**src/rtl/ewc_pkg.sv**
```systemverilog
package ewc_pkg;

  typedef enum logic {
    WIN_IDLE = 1'b0,
    WIN_OPEN = 1'b1
  } win_state_e;

endpackage

```
**src/rtl/ewc_edge_sync.sv**
```systemverilog
module ewc_edge_sync #(
  parameter int SYNC_STAGES = 2
) (
  input  logic clk,
  input  logic rst_n,
  input  logic async_in,
  output logic rise_o
);

  localparam int CHAIN_W = SYNC_STAGES + 1;

  logic [CHAIN_W-1:0] chain_q;
  logic               synced;
  logic               synced_prev;

  always_ff @(posedge clk or negedge rst_n) begin
    if (!rst_n) chain_q <= '0;
    else        chain_q <= {chain_q[CHAIN_W-2:0], async_in};
  end

  assign synced      = chain_q[SYNC_STAGES-1];
  assign synced_prev = chain_q[SYNC_STAGES];
  assign rise_o      = synced & ~synced_prev;

  AST_RISE_SINGLE: assert property (@(posedge clk) disable iff (!rst_n)
    rise_o |=> !rise_o);

endmodule

```
**src/rtl/ewc_window.sv**
```systemverilog
module ewc_window
  import ewc_pkg::*;
#(
  parameter int WIN_W   = 16,
  parameter int CNT_W   = 17,
  parameter int DIF_W   = 18,
  parameter int DEF_WIN = 16384
) (
  input  logic                    clk,
  input  logic                    rst_n,
  input  logic                    start,
  input  logic [WIN_W-1:0]        win_len,
  input  logic [CNT_W-1:0]        nominal,
  input  logic                    rise,
  output logic signed [DIF_W-1:0] res_diff,
  output logic                    res_valid
);

  localparam logic [WIN_W-1:0] DEF_LEN  = WIN_W'(DEF_WIN);
  localparam logic [WIN_W-1:0] LAST_CYC = WIN_W'(1);

  win_state_e       state_q;
  logic [WIN_W-1:0] timer_q;
  logic [CNT_W-1:0] count_q;
  logic [CNT_W-1:0] count_next;
  logic [WIN_W-1:0] load_len;
  logic             launch;
  logic             win_open;
  logic             closing;

  function automatic logic signed [DIF_W-1:0] run_delta(
    input logic [CNT_W-1:0] cnt,
    input logic [CNT_W-1:0] nom
  );
    logic signed [DIF_W-1:0] a;
    logic signed [DIF_W-1:0] b;
    a = $signed({1'b0, cnt});
    b = $signed({1'b0, nom});
    return a - b;
  endfunction

  assign launch     = start;
  assign load_len   = (win_len == '0) ? DEF_LEN : win_len;
  assign win_open   = (state_q == WIN_OPEN);
  assign closing    = win_open && (timer_q == LAST_CYC) && !launch;
  assign count_next = count_q + CNT_W'(rise);

  always_ff @(posedge clk or negedge rst_n) begin
    if (!rst_n) begin
      state_q   <= WIN_IDLE;
      timer_q   <= '0;
      count_q   <= '0;
      res_diff  <= '0;
      res_valid <= 1'b0;
    end else begin
      res_valid <= 1'b0;
      if (launch) begin
        state_q <= WIN_OPEN;
        timer_q <= load_len;
        count_q <= '0;
      end else if (win_open) begin
        count_q <= count_next;
        if (closing) begin
          state_q   <= WIN_IDLE;
          timer_q   <= '0;
          res_valid <= 1'b1;
          res_diff  <= run_delta(count_next, nominal);
        end else begin
          timer_q <= timer_q - LAST_CYC;
        end
      end
    end
  end

  AST_TIMER_LIVE: assert property (@(posedge clk) disable iff (!rst_n)
    win_open |-> timer_q != '0);

  AST_VALID_AFTER_CLOSE: assert property (@(posedge clk) disable iff (!rst_n)
    res_valid |-> !win_open);

  AST_COUNT_STEP: assert property (@(posedge clk) disable iff (!rst_n)
    (win_open && $past(win_open) && !$past(launch)) |->
      (count_q == $past(count_q) || count_q == $past(count_q) + CNT_W'(1)));

  AST_IDLE_FROZEN: assert property (@(posedge clk) disable iff (!rst_n)
    (!win_open && !$past(win_open) && !$past(launch)) |-> $stable(count_q));

  AST_RESTART_CLEARS: assert property (@(posedge clk) disable iff (!rst_n)
    launch |=> (win_open && count_q == '0));

endmodule

```
**src/rtl/ewc_stats.sv**
```systemverilog
module ewc_stats #(
  parameter int DIF_W     = 18,
  parameter int RUNS_LOG2 = 16,
  parameter int SUM_W     = DIF_W + RUNS_LOG2,
  parameter int RUN_W     = RUNS_LOG2 + 1
) (
  input  logic                    clk,
  input  logic                    rst_n,
  input  logic                    clear,
  input  logic                    res_valid,
  input  logic signed [DIF_W-1:0] res_diff,
  output logic signed [DIF_W-1:0] st_min,
  output logic signed [DIF_W-1:0] st_max,
  output logic signed [SUM_W-1:0] st_sum,
  output logic [RUN_W-1:0]        st_runs,
  output logic [DIF_W:0]          st_spread
);

  localparam logic signed [DIF_W-1:0] MAXV = {1'b0, {(DIF_W-1){1'b1}}};
  localparam logic signed [DIF_W-1:0] MINV = {1'b1, {(DIF_W-1){1'b0}}};

  logic absorb;

  function automatic logic signed [SUM_W-1:0] widen(input logic signed [DIF_W-1:0] d);
    return {{(SUM_W-DIF_W){d[DIF_W-1]}}, d};
  endfunction

  function automatic logic [DIF_W:0] span(
    input logic signed [DIF_W-1:0] lo,
    input logic signed [DIF_W-1:0] hi
  );
    logic signed [DIF_W:0] l;
    logic signed [DIF_W:0] h;
    l = {lo[DIF_W-1], lo};
    h = {hi[DIF_W-1], hi};
    return h - l;
  endfunction

  assign absorb    = res_valid && !clear;
  assign st_spread = (st_runs == '0) ? '0 : span(st_min, st_max);

  always_ff @(posedge clk or negedge rst_n) begin
    if (!rst_n) begin
      st_min  <= MAXV;
      st_max  <= MINV;
      st_sum  <= '0;
      st_runs <= '0;
    end else if (clear) begin
      st_min  <= MAXV;
      st_max  <= MINV;
      st_sum  <= '0;
      st_runs <= '0;
    end else if (absorb) begin
      if (res_diff < st_min) st_min <= res_diff;
      if (res_diff > st_max) st_max <= res_diff;
      st_sum  <= st_sum + widen(res_diff);
      st_runs <= st_runs + RUN_W'(1);
    end
  end

  AST_CLEAR_PRESET: assert property (@(posedge clk) disable iff (!rst_n)
    $past(clear) |-> (st_runs == '0 && st_sum == '0 && st_min == MAXV && st_max == MINV));

  AST_RUN_STEP: assert property (@(posedge clk) disable iff (!rst_n)
    $past(absorb) |-> st_runs == $past(st_runs) + RUN_W'(1));

  AST_STATS_HOLD: assert property (@(posedge clk) disable iff (!rst_n)
    (!$past(absorb) && !$past(clear)) |-> ($stable(st_runs) && $stable(st_sum)));

  AST_MIN_LE_MAX: assert property (@(posedge clk) disable iff (!rst_n)
    (st_runs != '0) |-> st_min <= st_max);

endmodule

```
**src/rtl/gated_edge_stats.sv**
```systemverilog
module gated_edge_stats #(
  parameter int WIN_W       = 16,
  parameter int DEF_WIN     = 16384,
  parameter int RUNS_LOG2   = 16,
  parameter int SYNC_STAGES = 2,
  parameter int CNT_W       = WIN_W + 1,
  parameter int DIF_W       = CNT_W + 1,
  parameter int SUM_W       = DIF_W + RUNS_LOG2,
  parameter int RUN_W       = RUNS_LOG2 + 1
) (
  input  logic                    clk_ref,
  input  logic                    rst_n,
  input  logic                    div_clk,
  input  logic                    start,
  input  logic                    clear,
  input  logic [WIN_W-1:0]        win_len,
  input  logic [CNT_W-1:0]        nominal,
  output logic signed [DIF_W-1:0] run_diff,
  output logic                    run_valid,
  output logic signed [DIF_W-1:0] stat_min,
  output logic signed [DIF_W-1:0] stat_max,
  output logic signed [SUM_W-1:0] stat_sum,
  output logic [RUN_W-1:0]        stat_runs,
  output logic [DIF_W:0]          stat_spread
);

  logic div_rise;

  ewc_edge_sync #(
    .SYNC_STAGES(SYNC_STAGES)
  ) u_sync (
    .clk      (clk_ref),
    .rst_n    (rst_n),
    .async_in (div_clk),
    .rise_o   (div_rise)
  );

  ewc_window #(
    .WIN_W   (WIN_W),
    .CNT_W   (CNT_W),
    .DIF_W   (DIF_W),
    .DEF_WIN (DEF_WIN)
  ) u_window (
    .clk       (clk_ref),
    .rst_n     (rst_n),
    .start     (start),
    .win_len   (win_len),
    .nominal   (nominal),
    .rise      (div_rise),
    .res_diff  (run_diff),
    .res_valid (run_valid)
  );

  ewc_stats #(
    .DIF_W     (DIF_W),
    .RUNS_LOG2 (RUNS_LOG2),
    .SUM_W     (SUM_W),
    .RUN_W     (RUN_W)
  ) u_stats (
    .clk       (clk_ref),
    .rst_n     (rst_n),
    .clear     (clear),
    .res_valid (run_valid),
    .res_diff  (run_diff),
    .st_min    (stat_min),
    .st_max    (stat_max),
    .st_sum    (stat_sum),
    .st_runs   (stat_runs),
    .st_spread (stat_spread)
  );

endmodule

```
**config.mk**
```make
export PLATFORM = sky130hd
export DESIGN_NAME = gated_edge_stats
export DESIGN_NICKNAME = d
export VERILOG_FILES = /design/src/rtl/ewc_pkg.sv /design/src/rtl/ewc_edge_sync.sv /design/src/rtl/ewc_window.sv /design/src/rtl/ewc_stats.sv /design/src/rtl/gated_edge_stats.sv
export SDC_FILE = /design/constraint.sdc
export NUM_CORES = 1
export LEC_CHECK = 0
export ABC_AREA = 1
export ABC_CLOCK_PERIOD_IN_PS = 3400
export BUFFER_PORTS_ARGS = -buffer_cell sky130_fd_sc_hd__buf_2
export CORE_MARGIN = 2
export CORE_UTILIZATION = 40
export CTS_CLUSTER_DIAMETER = 50
export CTS_CLUSTER_SIZE = 24
export DETAILED_ROUTE_END_ITERATION = 7
export GPL_ROUTABILITY_DRIVEN = 0
export PLACE_DENSITY = 0.62
export SYNTH_ARGS = -nofsm -noshare
export SYNTH_HDL_FRONTEND = slang
export SYNTH_HIERARCHICAL = 1
export SYNTH_SLANG_ARGS = --single-unit
```
**constraint.sdc**
```tcl
create_clock -name clk_ref -period 3.4 [get_ports clk_ref]
set_clock_uncertainty 0.2 [all_clocks]
set_input_delay 0.68 -clock clk_ref [delete_from_list [all_inputs] [get_ports clk_ref]]
set_output_delay 0.68 -clock clk_ref [all_outputs]
set_load 0.05 [all_outputs]
```
==> metrics.yaml <==
dr.first_iter.drc_count: 1032
detail_route.wl_per_cell_um: 15.4
p_per_area_mw_per_mm2: 328
cts.sinks: 143
async_flop_share: 1.00
syn_avg_cell_area_um2: 6.65
combinationalPowerShare: 0.218
power_switching_uw: 1620
fmax_ghz: 0.295
period_minus_slack_ns: 3.39
fin_nets: 2205
rsz0062_at_grt: "yes"
yosys_register_bits: 143
maxSlewHeadroom: 0.531
status: "finished, final reports clean"
critPathRequiredTime_ns: 2.52
grt_pass1_wl_um: 61700
post-route-period-util: 0.998
fin_ws_ns: 0.00846
crit_fanout: 5
clk_path_buf_depth: 2
met2_length_um: 17400
highest_layer: "met4"
tritoncts: "yes"
r2r-start: "u_sync/chain_q[2]"
leakagePower_uw: 0.00821
rows: 64
crit_type: "register to output pin"
antennaDiodeCount: 0
portBuffers: 162
die_h_um: 180
num_vias: 12545
viasPerCell: 5.09
cts-hold-fix-buffers: 0
clk_pin_slew_worst_paths_ns: 0.06
met1Wirelength_um: 17400
cts-root-buf: "clkbuf_16"
grt_use_total: 0.235
drtPass1Iterations: 5
synth_edf_count: 0
setup_violations: 0
finalHoldViolCount: 0
cap_violations: 0
grt_pass1_vias: 12000
dr_wl_met3_um: 2520
startpoint_type: "register"
wirelength_um: 38000
stdcell_count: 2463
drc: 0
layout_commonest_cell: "nand2_1"
pwr-share-seq: 0.384
htreeDepth: 4
syn_nets: 2015
reg2regPathDepth: 18
p_sw_frac: 0.334
synth.distinct_cells: 54
drt.antenna.violating_nets: 0
synth_top_flop_cell: "dfrtp_1"
worstSkewPairLatency_ns: 0.45
dp_slack_ns: 0.145
yosys_warnings: 6
cp_data_arrival_time_ns: 2.51
syn_inst: 1864
dp.cells: 2418
worst_pin_slew_ns: 0.703
grt.overflow.total: 0
ir_drop_mv: 0.319
final_cell_mix: "nand2_1 (587), inv_1 (281), nor2_1 (157)"
clkPwrFrac: 0.397
netlist_area_mm2: 0.0124
endpoint_kind: "output pin"
ioPinCount: 163
seq_area_frac_synth: 0.290
grt_max_degree: 52
antenna_found_initial: 0
p_int_uw: 3230
area_delta_synth_final_pct: 19.2
drive_gt1_frac: 0.187
start_util: 0.405
reg2reg_to: "u_window/res_diff[14]"
place_hpwl_um: 29100
timing.setup.tns_ns: 0
fp.coreArea_mm2: 0.0306
final_util: 0.483
whs_ns: 0.00276
tritoncts.num_buffers: 17
reg2reg_setup_slack_ns: 0.37
drv_slew: 0
die_x_um: 180
die_area_mm2: 0.0324
hold_class: "primary input to async pin"
timing repair:
item	CTS	global route
setup buffers	9	4
endpoints found under the hold margin	0	0
pin swaps	10	17
resized for setup	43	42
endpoints found under the setup margin	12	15
power by group through the flow:
stage / logic (uW) / clock network [uW] / registers (uW)
after global routing: 1150 / 2050 / 1880
after CTS: 1000 / 1980 / 1870
after global placement: 938 / 0 / 1890
final: 1060 / 1930 / 1870
after detailed placement: 952 / 0 / 1900
after floorplan: 567 / 0 / 2000
cell families (layout without fill, tap and decap cells):
group                      Yosys count  count (layout)  share of synthesized area
adders and majority gates          113             113                      0.116
buffers and inverters              325             528                      0.106
and+or+nand+nor                   1025            1025                      0.363
AOI/OAI and AO/OA                  221             221                     0.0990
DFF                                143             143                      0.290
xor gates and xnor gates            37              37                     0.0261
state kept, by name (all words and copies together) (netlist names):
register	count
u_window/count_q	17
u_stats/st_min	18
u_window/res_valid	1
u_stats/st_runs	17
u_stats/st_max	18
u_window/state_q	1
u_window/timer_q	16
u_stats/st_sum	34
u_window/res_diff	18
u_sync/chain_q	3
how the worst max path moves through the flow:
stage | start | to | slack [ns] | depth (start not counted)
after global placement | u_stats/st_min[0] | stat_spread[12] | 0.17 | 13
after CTS | u_stats/st_min[0] | stat_spread[12] | -0.09 | 13
after floorplan | u_stats/st_min[0] | stat_spread[8] | -0.19 | 10
after detailed placement | u_stats/st_min[0] | stat_spread[16] | 0.15 | 13
final | u_stats/st_min[0] | stat_spread[12] | 0.008 | 13
after global routing | u_stats/st_min[0] | stat_spread[12] | -0.08 | 13
critical path: stages, from the launching register on:
cell	delay [ns]
dfstp_2	0.55
ha_4	0.14
inv_4	0.04
fa_2	0.36
nand3_2	0.08
nand2_2	0.06
nand2_2	0.09
nand2_4	0.06
a21oi_4	0.18
o21bai_1	0.12
nand2_1	0.08
nand2_1	0.05
nor2_2	0.10
buf_6	0.16
routing by layer:
metal,global-route usage,up-vias
met4,0.0719,0
met3,0.0358,56
li1,-,6320
met2,0.392,399
met1,0.316,5770
met5,0,-
stage by stage:
stage / power, uW / instance area [um2]
after floorplan: 2570 / 12400
after detailed placement: 2850 / 13700
after CTS: 4850 / 14600
after global placement: 2830 / 13700
after global routing: 5080 / 14800
final: 4860 / 14800
Yosys cell counts, types with 12 or more instances:
library cell,number,share of area
o21ai_0,72,0.029
nor3_1,27,0.011
or2_2,20,0.010
dfstp_2,18,0.038
xnor2_1,15,0.011
nor2_1,163,0.049
xor2_1,22,0.016
clkbuf_1,12,0.0036
nand4_1,20,0.010
inv_1,287,0.087
dfrtp_1,125,0.25
a21oi_1,89,0.036
nand3_1,139,0.056
nand3_2,23,0.019
ha_1,110,0.11
nand2_1,595,0.18
final cells by class:
| cell class | count | area [um2] |
|---|---|---|
| flip-flops and latches | 143 | 3600 |
| fillers | 3129 | 15800 |
| repair buffers | 200 | 1180 |
| well taps | 396 | 495 |
| clock inverters | 12 | 138 |
| multi-input cells | 1396 | 7800 |
| inverters | 296 | 1120 |
| clock buffers | 20 | 447 |
Power figures use the tool's default switching activity.
